--- src/rtl/ixc_pkg.sv ---
package ixc_pkg;

    localparam int unsigned ADDR_W = 13;
    localparam int unsigned DATA_W = 32;
    localparam int unsigned IDX_W  = 10;
    localparam int unsigned CH_W   = 8;

    localparam int OFS_GLOBAL_EN   = 'h0010;
    localparam int OFS_STAT_IDXCLR = 'h0024;
    localparam int OFS_EN_IDXSET   = 'h0028;
    localparam int OFS_EN_IDXCLR   = 'h002C;
    localparam int OFS_HOST_IDXSET = 'h0034;
    localparam int OFS_HOST_IDXCLR = 'h0038;
    localparam int OFS_PRIO_IDX    = 'h0080;
    localparam int OFS_STAT_MASK   = 'h0280;
    localparam int OFS_EN_MASK     = 'h0380;
    localparam int OFS_CHMAP       = 'h0400;
    localparam int OFS_POLARITY    = 'h0D00;
    localparam int OFS_TRIGTYPE    = 'h0D80;
    localparam int OFS_HOST_EN     = 'h1500;

    localparam int HOST_IRQ_SLOT = 1;

    typedef enum logic {
        HOST_QUIET  = 1'b0,
        HOST_RAISED = 1'b1
    } host_state_e;

endpackage

--- src/rtl/ixc_src_bank.sv ---
module ixc_src_bank #(
    parameter int unsigned NUM_SRC = 64
) (
    input  logic               clk,
    input  logic               rst_n,
    input  logic [NUM_SRC-1:0] irq_i,
    input  logic [NUM_SRC-1:0] pol_i,
    input  logic [NUM_SRC-1:0] typ_i,
    input  logic [NUM_SRC-1:0] clr_i,
    output logic [NUM_SRC-1:0] stat_o
);

    logic [NUM_SRC-1:0] prev_q;
    logic [NUM_SRC-1:0] stat_q;

    for (genvar g = 0; g < NUM_SRC; g++) begin : g_cell
        logic edge_hit;
        logic lvl_hit;
        logic trig;

        always_comb begin
            edge_hit = pol_i[g] ? (irq_i[g] & ~prev_q[g]) : (~irq_i[g] & prev_q[g]);
            lvl_hit  = ~(irq_i[g] ^ pol_i[g]);
            trig     = typ_i[g] ? edge_hit : lvl_hit;
        end

        always_ff @(posedge clk or negedge rst_n) begin
            if (!rst_n) begin
                prev_q[g] <= 1'b0;
                stat_q[g] <= 1'b0;
            end else begin
                prev_q[g] <= irq_i[g];
                // a new trigger outranks a clear in the same cycle
                stat_q[g] <= trig | (stat_q[g] & ~clr_i[g]);
            end
        end

        p_sticky_r4: assert property (@(posedge clk) disable iff (!rst_n)
            (stat_q[g] && !clr_i[g]) |=> stat_q[g]);

        p_level_r2: assert property (@(posedge clk) disable iff (!rst_n)
            (!typ_i[g] && (irq_i[g] == pol_i[g])) |=> stat_q[g]);

        p_rise_r3: assert property (@(posedge clk) disable iff (!rst_n)
            (typ_i[g] && pol_i[g] && irq_i[g] && !prev_q[g]) |=> stat_q[g]);

        p_collide_r5: assert property (@(posedge clk) disable iff (!rst_n)
            (clr_i[g] && !typ_i[g] && (irq_i[g] == pol_i[g])) |=> stat_q[g]);
    end

    assign stat_o = stat_q;

endmodule

--- src/rtl/ixc_prio_pick.sv ---
module ixc_prio_pick
    import ixc_pkg::*;
#(
    parameter int unsigned NUM_SRC = 64
) (
    input  logic                          clk,
    input  logic                          rst_n,
    input  logic [NUM_SRC-1:0]            pend_i,
    input  logic [NUM_SRC-1:0][CH_W-1:0]  ch_i,
    output logic [IDX_W-1:0]              win_o,
    output logic                          none_o
);

    localparam int unsigned SEL_W = (NUM_SRC > 1) ? $clog2(NUM_SRC) : 1;

    logic            found;
    logic [CH_W-1:0] best_ch;
    logic [IDX_W-1:0] win;

    // linear scan: strict "less than" keeps the lower source on a channel tie
    always_comb begin
        found   = 1'b0;
        best_ch = '1;
        win     = '0;
        for (int k = 0; k < NUM_SRC; k++) begin
            if (pend_i[k] && (!found || (ch_i[k] < best_ch))) begin
                found   = 1'b1;
                best_ch = ch_i[k];
                win     = IDX_W'(k);
            end
        end
    end

    assign win_o  = win;
    assign none_o = ~found;

    p_win_pending_r8: assert property (@(posedge clk) disable iff (!rst_n)
        !none_o |-> pend_i[win_o[SEL_W-1:0]]);

    p_none_empty_r8: assert property (@(posedge clk) disable iff (!rst_n)
        none_o |-> (pend_i == '0));

    p_none_zero_r8: assert property (@(posedge clk) disable iff (!rst_n)
        none_o |-> (win_o == '0));

endmodule

--- src/rtl/ixc_host_fsm.sv ---
module ixc_host_fsm
    import ixc_pkg::*;
(
    input  logic clk,
    input  logic rst_n,
    input  logic glb_en_i,
    input  logic host_en_i,
    input  logic any_pend_i,
    output logic irq_n_o
);

    host_state_e state_q;
    host_state_e state_d;
    logic        want;

    assign want = glb_en_i & host_en_i & any_pend_i;

    always_comb begin
        state_d = state_q;
        unique case (state_q)
            HOST_QUIET:  if (want)  state_d = HOST_RAISED;
            HOST_RAISED: if (!want) state_d = HOST_QUIET;
            default:                state_d = HOST_QUIET;
        endcase
    end

    always_ff @(posedge clk or negedge rst_n) begin
        if (!rst_n) state_q <= HOST_QUIET;
        else        state_q <= state_d;
    end

    always_comb begin
        unique case (state_q)
            HOST_RAISED: irq_n_o = 1'b0;
            default:     irq_n_o = 1'b1;
        endcase
    end

    p_raise_r10: assert property (@(posedge clk) disable iff (!rst_n)
        (glb_en_i && host_en_i && any_pend_i) |=> !irq_n_o);

    p_drop_r10: assert property (@(posedge clk) disable iff (!rst_n)
        !(glb_en_i && host_en_i && any_pend_i) |=> irq_n_o);

endmodule

--- src/rtl/ixc_top.sv ---
module ixc_top
    import ixc_pkg::*;
#(
    parameter int unsigned NUM_SRC  = 64,
    parameter int unsigned NUM_HOST = 2
) (
    input  logic               clk,
    input  logic               rst_n,
    input  logic [12:0]        bus_addr_i,
    input  logic               bus_wr_i,
    input  logic [31:0]        bus_wdata_i,
    output logic [31:0]        bus_rdata_o,
    input  logic [NUM_SRC-1:0] irq_src_i,
    output logic               irq_n_o
);

    localparam int unsigned NWORD = (NUM_SRC + 31) / 32;
    localparam int unsigned NMAP  = (NUM_SRC + 3) / 4;
    localparam int unsigned SEL_W = (NUM_SRC > 1) ? $clog2(NUM_SRC) : 1;
    localparam int unsigned HSL_W = (NUM_HOST > 1) ? $clog2(NUM_HOST) : 1;

    logic                          glb_en_q;
    logic [NUM_HOST-1:0]           host_en_q;
    logic [NUM_SRC-1:0]            en_q;
    logic [NUM_SRC-1:0]            pol_q;
    logic [NUM_SRC-1:0]            typ_q;
    logic [NUM_SRC-1:0][CH_W-1:0]  ch_q;
    logic [NUM_SRC-1:0]            stat;
    logic [NUM_SRC-1:0]            stat_clr;
    logic [NUM_SRC-1:0]            pend;
    logic [IDX_W-1:0]              win;
    logic                          none;

    function automatic logic hit(input logic [12:0] a, input int ofs);
        return a == 13'(ofs);
    endfunction

    // ---------------- configuration registers ----------------
    always_ff @(posedge clk or negedge rst_n) begin
        if (!rst_n) begin
            glb_en_q  <= 1'b0;
            host_en_q <= '0;
            en_q      <= '0;
            pol_q     <= '1;
            typ_q     <= '0;
            ch_q      <= '0;
        end else if (bus_wr_i) begin
            if (hit(bus_addr_i, OFS_GLOBAL_EN))
                glb_en_q <= bus_wdata_i[0];
            if (hit(bus_addr_i, OFS_HOST_EN))
                host_en_q <= bus_wdata_i[NUM_HOST-1:0];
            for (int h = 0; h < NUM_HOST; h++) begin
                if (hit(bus_addr_i, OFS_HOST_IDXSET) && bus_wdata_i == 32'(h))
                    host_en_q[h] <= 1'b1;
                if (hit(bus_addr_i, OFS_HOST_IDXCLR) && bus_wdata_i == 32'(h))
                    host_en_q[h] <= 1'b0;
            end
            for (int k = 0; k < NUM_SRC; k++) begin
                if (hit(bus_addr_i, OFS_EN_IDXSET) && bus_wdata_i == 32'(k))
                    en_q[k] <= 1'b1;
                if (hit(bus_addr_i, OFS_EN_IDXCLR) && bus_wdata_i == 32'(k))
                    en_q[k] <= 1'b0;
                if (hit(bus_addr_i, OFS_EN_MASK + 4 * (k / 32)) && bus_wdata_i[k % 32])
                    en_q[k] <= 1'b0;
                if (hit(bus_addr_i, OFS_POLARITY + 4 * (k / 32)))
                    pol_q[k] <= bus_wdata_i[k % 32];
                if (hit(bus_addr_i, OFS_TRIGTYPE + 4 * (k / 32)))
                    typ_q[k] <= bus_wdata_i[k % 32];
                if (hit(bus_addr_i, OFS_CHMAP + 4 * (k / 4)))
                    ch_q[k] <= bus_wdata_i[8 * (k % 4) +: 8];
            end
        end
    end

    // ---------------- status clear decode ----------------
    always_comb begin
        for (int k = 0; k < NUM_SRC; k++) begin
            stat_clr[k] = bus_wr_i &&
                ((hit(bus_addr_i, OFS_STAT_IDXCLR) && bus_wdata_i == 32'(k)) ||
                 (hit(bus_addr_i, OFS_STAT_MASK + 4 * (k / 32)) && bus_wdata_i[k % 32]));
        end
    end

    ixc_src_bank #(.NUM_SRC(NUM_SRC)) u_bank (
        .clk    (clk),
        .rst_n  (rst_n),
        .irq_i  (irq_src_i),
        .pol_i  (pol_q),
        .typ_i  (typ_q),
        .clr_i  (stat_clr),
        .stat_o (stat)
    );

    assign pend = stat & en_q;

    ixc_prio_pick #(.NUM_SRC(NUM_SRC)) u_pick (
        .clk    (clk),
        .rst_n  (rst_n),
        .pend_i (pend),
        .ch_i   (ch_q),
        .win_o  (win),
        .none_o (none)
    );

    ixc_host_fsm u_host (
        .clk        (clk),
        .rst_n      (rst_n),
        .glb_en_i   (glb_en_q),
        .host_en_i  (host_en_q[HOST_IRQ_SLOT]),
        .any_pend_i (|pend),
        .irq_n_o    (irq_n_o)
    );

    // ---------------- read mux ----------------
    logic [NWORD*32-1:0]          stat_pad;
    logic [NWORD*32-1:0]          en_pad;
    logic [NWORD*32-1:0]          pol_pad;
    logic [NWORD*32-1:0]          typ_pad;
    logic [NMAP*4-1:0][CH_W-1:0]  ch_pad;

    always_comb begin
        stat_pad = '0;
        en_pad   = '0;
        pol_pad  = '0;
        typ_pad  = '0;
        ch_pad   = '0;
        stat_pad[NUM_SRC-1:0] = stat;
        en_pad[NUM_SRC-1:0]   = en_q;
        pol_pad[NUM_SRC-1:0]  = pol_q;
        typ_pad[NUM_SRC-1:0]  = typ_q;
        ch_pad[NUM_SRC-1:0]   = ch_q;
    end

    always_comb begin
        bus_rdata_o = '0;
        if (hit(bus_addr_i, OFS_GLOBAL_EN))
            bus_rdata_o[0] = glb_en_q;
        if (hit(bus_addr_i, OFS_HOST_EN))
            bus_rdata_o[NUM_HOST-1:0] = host_en_q;
        if (hit(bus_addr_i, OFS_PRIO_IDX))
            bus_rdata_o = {none, 21'd0, win};
        for (int w = 0; w < NWORD; w++) begin
            if (hit(bus_addr_i, OFS_STAT_MASK + 4 * w)) bus_rdata_o = stat_pad[32 * w +: 32];
            if (hit(bus_addr_i, OFS_EN_MASK + 4 * w))   bus_rdata_o = en_pad[32 * w +: 32];
            if (hit(bus_addr_i, OFS_POLARITY + 4 * w))  bus_rdata_o = pol_pad[32 * w +: 32];
            if (hit(bus_addr_i, OFS_TRIGTYPE + 4 * w))  bus_rdata_o = typ_pad[32 * w +: 32];
        end
        for (int w = 0; w < NMAP; w++) begin
            if (hit(bus_addr_i, OFS_CHMAP + 4 * w)) bus_rdata_o = ch_pad[4 * w +: 4];
        end
    end

    // ---------------- assertions ----------------
    p_en_set_r6: assert property (@(posedge clk) disable iff (!rst_n)
        (bus_wr_i && hit(bus_addr_i, OFS_EN_IDXSET) && bus_wdata_i < 32'(NUM_SRC))
        |=> en_q[$past(bus_wdata_i[SEL_W-1:0])]);

    p_en_clr_r6: assert property (@(posedge clk) disable iff (!rst_n)
        (bus_wr_i && hit(bus_addr_i, OFS_EN_IDXCLR) && bus_wdata_i < 32'(NUM_SRC))
        |=> !en_q[$past(bus_wdata_i[SEL_W-1:0])]);

    p_glb_r9: assert property (@(posedge clk) disable iff (!rst_n)
        (bus_wr_i && hit(bus_addr_i, OFS_GLOBAL_EN)) |=> (glb_en_q == $past(bus_wdata_i[0])));

    p_host_set_r9: assert property (@(posedge clk) disable iff (!rst_n)
        (bus_wr_i && hit(bus_addr_i, OFS_HOST_IDXSET) && bus_wdata_i < 32'(NUM_HOST))
        |=> host_en_q[$past(bus_wdata_i[HSL_W-1:0])]);

    p_oob_r11: assert property (@(posedge clk) disable iff (!rst_n)
        (bus_wr_i && (hit(bus_addr_i, OFS_EN_IDXSET) || hit(bus_addr_i, OFS_EN_IDXCLR))
         && bus_wdata_i >= 32'(NUM_SRC)) |=> $stable(en_q));

endmodule

--- config.mk ---
export PLATFORM = sky130hd
export DESIGN_NAME = ixc_top
export DESIGN_NICKNAME = d
export VERILOG_FILES = /design/src/rtl/ixc_pkg.sv /design/src/rtl/ixc_src_bank.sv /design/src/rtl/ixc_prio_pick.sv /design/src/rtl/ixc_host_fsm.sv /design/src/rtl/ixc_top.sv
export SDC_FILE = /design/constraint.sdc
export NUM_CORES = 2
export LEC_CHECK = 0
export ABC_CLOCK_PERIOD_IN_PS = 138000
export BUFFER_PORTS_ARGS = -buffer_cell sky130_fd_sc_hd__buf_2
export CORE_UTILIZATION = 58
export DETAILED_ROUTE_END_ITERATION = 12
export HOLD_SLACK_MARGIN = 0.12
export PLACE_DENSITY_LB_ADDON = 0.05
export RECOVER_POWER = 100
export SLEW_MARGIN = 20
export SYNTH_ARGS = -nofsm -noshare
export SYNTH_HDL_FRONTEND = slang
export SYNTH_SLANG_ARGS = --single-unit
--- constraint.sdc ---
create_clock -name clk -period 138 [get_ports clk]
set_input_delay 13.8 -clock clk [delete_from_list [all_inputs] [get_ports clk]]
set_output_delay 13.8 -clock clk [all_outputs]
set_load 0.05 [all_outputs]
# Word-level counts from Yosys, hierarchy flattened
# Cells that the tools add are included.
# word_totals
inputBits	112
output_inout_bits	33
elab_cells	2342
regBits	836
# op_classes
n_reduce_logical	796
magnitude_cmp	63
bitwise_logic	580
eq_ne	95
n_mux	544
# op_table
cell	n
$eq 32x6->1 const B	32
$mux 32	25
$eq 32x5->1 const B	16
$lt 8x8->1	63
$mux 8	63
$logic_and 1x1->1	451
$mux 1	392
$not 1->1	257
$eq 32x4->1 const B	8
$eq 13x11->1 const B	16
$reduce_bool 3->1	66
$and 1x1->1	194
$mux 6	32
$reduce_and 2->1	87
$eq 32x3->1 const B	4
$logic_or 1x1->1	127
$mux 5	16
$eq 13x6->1 const B	5
$and 64x64->64	1
$eq 32x2->1 const B	2
$or 1x1->1	64
$reduce_or 64->1	1
$xor 1x1->1	64
$logic_not 1->1	63
other kinds (10)	29

# Longest topological paths before layout
# depth
word_depth	280
mapped_depth	727
depth_no_buf	666

# Cells and area by module
# From an unflattened synthesis, not the netlist that was laid out.
# unflattened
hier_cells	7148
hier_area_um2	66391.2
# modules_own_cells
mod	n_inst	seq_area_each_um2	cells_each	area_per_inst_um2
ixc_top	1	17772.0	3001	34773.4
ixc_prio_pick	1	0.0	3696	26217.6
ixc_src_bank	1	3203.1	448	5365.1
ixc_host_fsm	1	25.0	3	35.0

# Least setup slack after synthesis
# Ideal clock, no wire load.
# synth_timing
path_type	register to output
start	register en_q[0] (netlist: en_pad[0])
end	output port bus_rdata_o[4]
required_time_ps	124200
path_slack_ps	7073
stages_incl_launch_ff	696
arrival_time_ps	117127
path_buffers	62
path_cell_list	dfrtp_1 nand2_1 nor2_1 ha_1 a21o_1 a211oi_2 o211ai_2 nand2_1 clkbuf_1 nand2_1 o21ai_0 inv_1 ha_1 a21o_1 a21o_1 a221o_1 a21oi_1 or2b_1 (+660 left out) a21oi_1 o21bai_1 or2b_2 inv_1 a21oi_4 mux2_4 ha_1 a21o_1 a21oi_1 nor2b_1 o21ai_0 o2111a_1 o21ai_0 nor2_1 and4bb_4 a41oi_1 nor2_1 a211oi_1
# synth_between
elab_chain_cells	279
elab_cells_between_ends	452
cone_classes	63 x order compare; 199 x mux; 1 x bitwise; 189 x reduce/logical
# synth_lines
item	line_no	rtl
start, declared	ixc_top.sv:24	logic [NUM_SRC-1:0] en_q;
start signal, assigned	ixc_top.sv:43	en_q <= '0;
start signal, assigned by index	ixc_top.sv:60	en_q[k] <= 1'b1;
start signal, assigned by index	ixc_top.sv:62	en_q[k] <= 1'b0;
$and 64x64->64 *	ixc_top.sv:94	assign pend = stat & en_q;
$mux 8 / $mux 1 (equally long branches)	ixc_prio_pick.sv:26	if (pend_i[k] && (!found || (ch_i[k] < best_ch))) begin
$lt 8x8->1 / $logic_not 1->1 (equally long branches)	ixc_prio_pick.sv:26	
$logic_or 1x1->1	ixc_prio_pick.sv:26	
$logic_and 1x1->1	ixc_prio_pick.sv:26	
$mux 8 / $mux 1 (equally long branches)	ixc_prio_pick.sv:26	
$lt 8x8->1 / $logic_not 1->1 (equally long branches)	ixc_prio_pick.sv:26	
$logic_or 1x1->1	ixc_prio_pick.sv:26	
(+248 left out)	--	
$mux 32 *	ixc_top.sv:144	if (hit(bus_addr_i, OFS_EN_MASK + 4 * w)) bus_rdata_o = en_pad[32 * w +: 32];
$mux 32 *	ixc_top.sv:145	if (hit(bus_addr_i, OFS_POLARITY + 4 * w)) bus_rdata_o = pol_pad[32 * w +: 32];
$mux 32 *	ixc_top.sv:146	if (hit(bus_addr_i, OFS_TRIGTYPE + 4 * w)) bus_rdata_o = typ_pad[32 * w +: 32];
$mux 32 *	ixc_top.sv:143	if (hit(bus_addr_i, OFS_STAT_MASK + 4 * w)) bus_rdata_o = stat_pad[32 * w +: 32];
$mux 32 *	ixc_top.sv:144	
$mux 32 *	ixc_top.sv:145	
$mux 32 *	ixc_top.sv:146	
$mux 32 * (16 in a row)	ixc_top.sv:149	if (hit(bus_addr_i, OFS_CHMAP + 4 * w)) bus_rdata_o = ch_pad[4 * w +: 4];
end, declared	ixc_top.sv:12	output logic [31:0] bus_rdata_o,
# Every way passes the cells marked *; elsewhere a longest branch is shown, timed or not.

# Final worst setup path
# layout_timing
start	register u_bank.stat_q[0] (netlist: u_bank.stat_o[0])
end	output port bus_rdata_o[1]
# layout_between
elab_chain_cells	279
elab_cells_between_ends	466
cone_classes	63 x order compare; 213 x mux; 1 x bitwise; 189 x reduce/logical
# layout_lines
item	line_no	rtl
start, declared	ixc_src_bank.sv:14	logic [NUM_SRC-1:0] stat_q;
start signal, assigned by index	ixc_src_bank.sv:34	stat_q[g] <= trig | (stat_q[g] & ~clr_i[g]);
$and 64x64->64 *	ixc_top.sv:94	
$mux 8 / $mux 1 (equally long branches)	ixc_prio_pick.sv:26	
$lt 8x8->1 / $logic_not 1->1 (equally long branches)	ixc_prio_pick.sv:26	
$logic_or 1x1->1	ixc_prio_pick.sv:26	
$logic_and 1x1->1	ixc_prio_pick.sv:26	
$mux 8 / $mux 1 (equally long branches)	ixc_prio_pick.sv:26	
$lt 8x8->1 / $logic_not 1->1 (equally long branches)	ixc_prio_pick.sv:26	
$logic_or 1x1->1	ixc_prio_pick.sv:26	
(+248 left out)	--	
$mux 32 *	ixc_top.sv:144	
$mux 32 *	ixc_top.sv:145	
$mux 32 *	ixc_top.sv:146	
$mux 32 *	ixc_top.sv:143	
$mux 32 *	ixc_top.sv:144	
$mux 32 *	ixc_top.sv:145	
$mux 32 *	ixc_top.sv:146	
$mux 32 * (16 in a row)	ixc_top.sv:149	
# Marks and branches as above.

==> Implementation_results.wiki <==
{| class="wikitable"
! Metric !! Value
|-
| Outcome || complete, but fails checks
|-
| Failing checks || max-capacitance violations, max-slew violations
|-
| Clock H-tree levels || 3
|-
| Worst setup path endpoint || bus_rdata_o[1]
|-
| Final nets || 7818
|-
| Endpoint arrival time on the critical path || 117.26 ns
|-
| Wire length of the first global-routing pass || 402 mm
|-
| Post-Place Cells || 8624
|-
| Post-route DRC || 0
|-
| Delay of the slowest cell on the worst path || 0.70 ns
|-
| Data required, critical path || 124.20 ns
|-
| Max IR drop VDD || 0.0112 mV
|-
| Relative area change from synthesis to final layout || 10.9%
|-
| Hold buffers post-CTS || 0
|-
| Origin of the critical flop-to-flop path || u_bank.stat_o[2]
|-
| Detailed-route vias per instance || 7.10
|-
| Cell depth of the worst flop-to-flop path || 60
|-
| Pwr/cell area || 7.70 nW/um2
|-
| Cell at the root of the clock tree || sky130_fd_sc_hd__clkbuf_16
|-
| Part of the power in combinational logic || 5.7%
|-
| Max-slew violations || 2057
|-
| Synthesized area || 64500 um2
|-
| Synth Instances || 7213
|-
| Highest fanout seen on the critical path || 18
|-
| Combined area of the multi-input logic cells || 41500 um2
|-
| Fraction of post-synthesis cell area in the top cell type by area || 29.9%
|-
| Largest family of logic cells by synthesized area || compound AO/OA/AOI/OAI gates
|-
| Post-DRT Antenna Nets || 0
|-
| Cell repeated most along the worst path || sky130_fd_sc_hd__a21o_1
|-
| Post-DP HPWL || 205 mm
|-
| Layout Skew || 0.0299 ns
|-
| Number of port buffers || 144
|-
| Global routing usage summed across all routing layers || 49.0%
|-
| Worst setup path start || u_bank.stat_o[0]
|-
| Int Pwr || 0.404 mW
|-
| Core Area || 111000 um2
|-
| EDFF count, synth || 0
|-
| Clock net sink count || 836
|-
| Startpoint class of the critical path || flip-flop
|-
| Most common cell after layout, fill and taps aside || sky130_fd_sc_hd__dfrtp_1
|-
| Net switching power || 0.147 mW
|-
| Number of distinct library cells after synthesis || 189
|-
| Area contributors post-synth || sky130_fd_sc_hd__dfrtp_1, sky130_fd_sc_hd__mux2_2, sky130_fd_sc_hd__ha_1, sky130_fd_sc_hd__a21oi_1, sky130_fd_sc_hd__nand2_1
|-
| Crit Path Category || reg2out
|-
| Via count of the first global-routing pass || 58200
|-
| Most frequent cells in the layout || sky130_fd_sc_hd__dfrtp_1, sky130_fd_sc_hd__nand2_1, sky130_fd_sc_hd__a21oi_1
|-
| Average routed wire per standard cell || 31.7 um
|-
| Number of fillers in the final layout || 9478
|-
| Starting density of the core || 58.4%
|-
| Synth Register Bits || 836
|-
| Aggregate routed wire length || 284 mm
|-
| Share of the yosys chip area belonging to registers || 32.5%
|-
| Cell type contributing the most total cell area after synthesis || sky130_fd_sc_hd__dfrtp_1
|-
| Chip Width || 336 um
|-
| Worst max-slew margin expressed relative to the limit || -301%
|-
| Share of final-layout standard cells stronger than drive strength 1 || 24.4%
|-
| Total congestion overflow after global routing || 0
|-
| Post-synthesis compound-gate area fraction || 25.5%
|-
| Worst-margin pin slew || 6.02 ns
|-
| I/O pin count || 145
|-
| Leak || 33.7 nW
|-
| Maximum root-to-sink buffer count || 3
|-
| Height of the die || 336 um
|-
| Worst setup slack after placement || -4.32 ns
|-
| Sequential cell area || 21000 um2
|-
| Shortest period the worst path allows || 131.06 ns
|-
| Clock insertion delay at the later pin of the skew report || 0.76 ns
|-
| Share of the synthesized netlist area taken by xor and xnor gates || 0.378%
|-
| Hold/Removal Path Class || reg2reg
|-
| Cell with the largest stage delay on the worst path || sky130_fd_sc_hd__o41ai_2
|-
| Fraction of the mapped netlist area in adder cells || 6.59%
|-
| Global placement routability congestion || 1.08
|-
| Post-route setup slack || 6.94 ns
|-
| RR Endpoint || u_host.state_q
|-
| Worst Setup End Kind || output pin
|-
| Switching Fraction || 26.6%
|-
| Async S/R FF share, synth || 100%
|-
| Fraction of synthesized area in multiplexers || 14.5%
|-
| Proportion of power drawn by flip-flops and latches || 45.0%
|-
| Post-synthesis simple-gate area fraction || 15.3%
|-
| Number of warning messages in the yosys log || 0
|-
| Minimum setup slack among reg-to-reg paths || 117.72 ns
|-
| Average cell area after synthesis || 8.95 um2
|-
| Placement Rows || 122
|-
| Finish-stage setup viols || 0
|-
| Net count after synthesis || 7644
|-
| Number of max-capacitance violations reported || 53
|-
| Post-route non-filler standard cell count || 8970
|-
| Final worst-path cycle share || 95.0%
|-
| Iter 0 DRT Violations || 9605
|-
| Clock buffer count from CTS || 95
|-
| Number of iterations in the first detailed-routing pass || 12
|-
| Reg clk slew, reported paths || 0.07 ns
|-
| DIE AREA || 113000 um2
|-
| Part of the total power dissipated in the clock network || 49.3%
|-
| Final-report hold violation count || 0
|-
| Pin count of the biggest net entering global routing || 100
|-
| Peak Freq || 7.63 MHz
|-
| Clock tree from TritonCTS || yes
|-
| Number of antenna violations at the first check in global routing || 30
|-
| Count of vias placed by the detailed router || 63700
|-
| Top flip-flop cell by instance count after synthesis || sky130_fd_sc_hd__dfrtp_1
|}
-- power groups by stage --
| stage | Sequential (mW) | Combinational, mW | Clock [mW] |
|---|---|---|---|
| final | 0.248 | 0.0312 | 0.272 |
| after detailed placement | 0.252 | 0.0299 | 0 |
| after CTS | 0.248 | 0.0299 | 0.271 |
| after global placement | 0.252 | 0.0297 | 0 |
| after floorplan | 0.252 | 0.00902 | 0 |
| after global routing | 0.248 | 0.0314 | 0.280 |
-- routing by layer --
layer | global-route usage [%] | part of all wire, %
met3 | 19.8 | 15
met2 | 67.8 | 40
met1 | 62.8 | 38
met5 | 0 | 0.080
met4 | 31.4 | 7.9
-- worst min-delay path by stage --
stage | start | to | slack (ns) | cells after the start
finish | host_en_q[0] | host_en_q[0] | 0.50 | 2
global route | pol_pad[5] | pol_pad[5] | 0.55 | 2
CTS | host_en_q[0] | host_en_q[0] | 0.50 | 2
detailed placement | host_en_q[0] | host_en_q[0] | 0.48 | 2
global placement | host_en_q[0] | host_en_q[0] | 0.47 | 2
floorplan | host_en_q[0] | host_en_q[0] | 0.45 | 2
-- through the flow --
step | util [%] | power (mW) | hold WS [ns] | setup TNS, ns | cell area (um2)
floorplan | - | 0.261 | 0.450 | 0 | 64500
global placement | 60.1 | 0.282 | 0.471 | -3.33 | 66400
detailed placement | 60.1 | 0.282 | 0.481 | -23.89 | 66400
CTS | 63.3 | 0.549 | 0.496 | 0 | 70000
global route | 64.7 | 0.559 | 0.550 | -3.99 | 71500
finish | 64.7 | 0.551 | 0.495 | 0 | 71600
-- logic make-up after synthesis --
| kind of cell | count (synthesis) |
|---|---|
| flops | 836 |
| buf+inv | 677 |
| mux | 832 |
| simple gates | 2086 |
| compound gates | 2410 |
| xor+xnor | 27 |
| fa+ha+maj | 345 |
-- synth_stat cells, types with 65 or more instances --
cell type                    n
sky130_fd_sc_hd__dfrtp_1   772
sky130_fd_sc_hd__nand2_1   736
sky130_fd_sc_hd__a21oi_1   727
sky130_fd_sc_hd__mux2_2    690
sky130_fd_sc_hd__nor2_1    593
sky130_fd_sc_hd__o21ai_0   512
sky130_fd_sc_hd__ha_1      319
sky130_fd_sc_hd__inv_1     262
sky130_fd_sc_hd__clkbuf_1  251
sky130_fd_sc_hd__nand3_1   174
sky130_fd_sc_hd__a21o_1    119
sky130_fd_sc_hd__mux2i_1   106
sky130_fd_sc_hd__a31oi_1   105
sky130_fd_sc_hd__a211oi_1  103
sky130_fd_sc_hd__nor2b_1    97
sky130_fd_sc_hd__nor3_1     78
sky130_fd_sc_hd__nand4_1    71
sky130_fd_sc_hd__o311ai_0   65
-- repair_timing --
action,CTS,global route
cloned,0,18
gates resized for setup,50,207
buffers inserted,10,126
setup endpoints to repair,6,6
pin swaps,2,54
-- state kept, by name, indices dropped and copies added, names as in the netlist --
signal          count
u_bank.stat_o      64
typ_pad            64
u_host.state_q      1
pol_pad            64
u_bank.prev_q      64
host_en_q           2
ch_pad            512
en_pad             64
glb_en_q            1
-- critical path: cells and delay by family, from the launching register on --
family / cells / cell delay [ns]
flip-flops: 1 / 0.46
multiplexers: 21 / 5.40
adder cells (fa/ha/maj): 63 / 17.76
buffers and inverters: 47 / 5.54
AND/OR/NAND/NOR: 183 / 25.94
AO/OA/AOI/OAI: 324 / 61.30
-- final cells by class --
| class | count | share of cell area (%) |
|---|---|---|
| Antenna cell | 17 | 0.0594 |
| Clock buffer | 134 | 3.81 |
| Clock inverter | 41 | 0.783 |
| Inverter | 264 | 1.38 |
| Multi-Input combinational cell | 5718 | 57.9 |
| Sequential cell | 836 | 29.4 |
| Tap cell | 1488 | 2.60 |
| Timing Repair Buffer | 472 | 4.07 |
(Power assumes the default switching activity.)
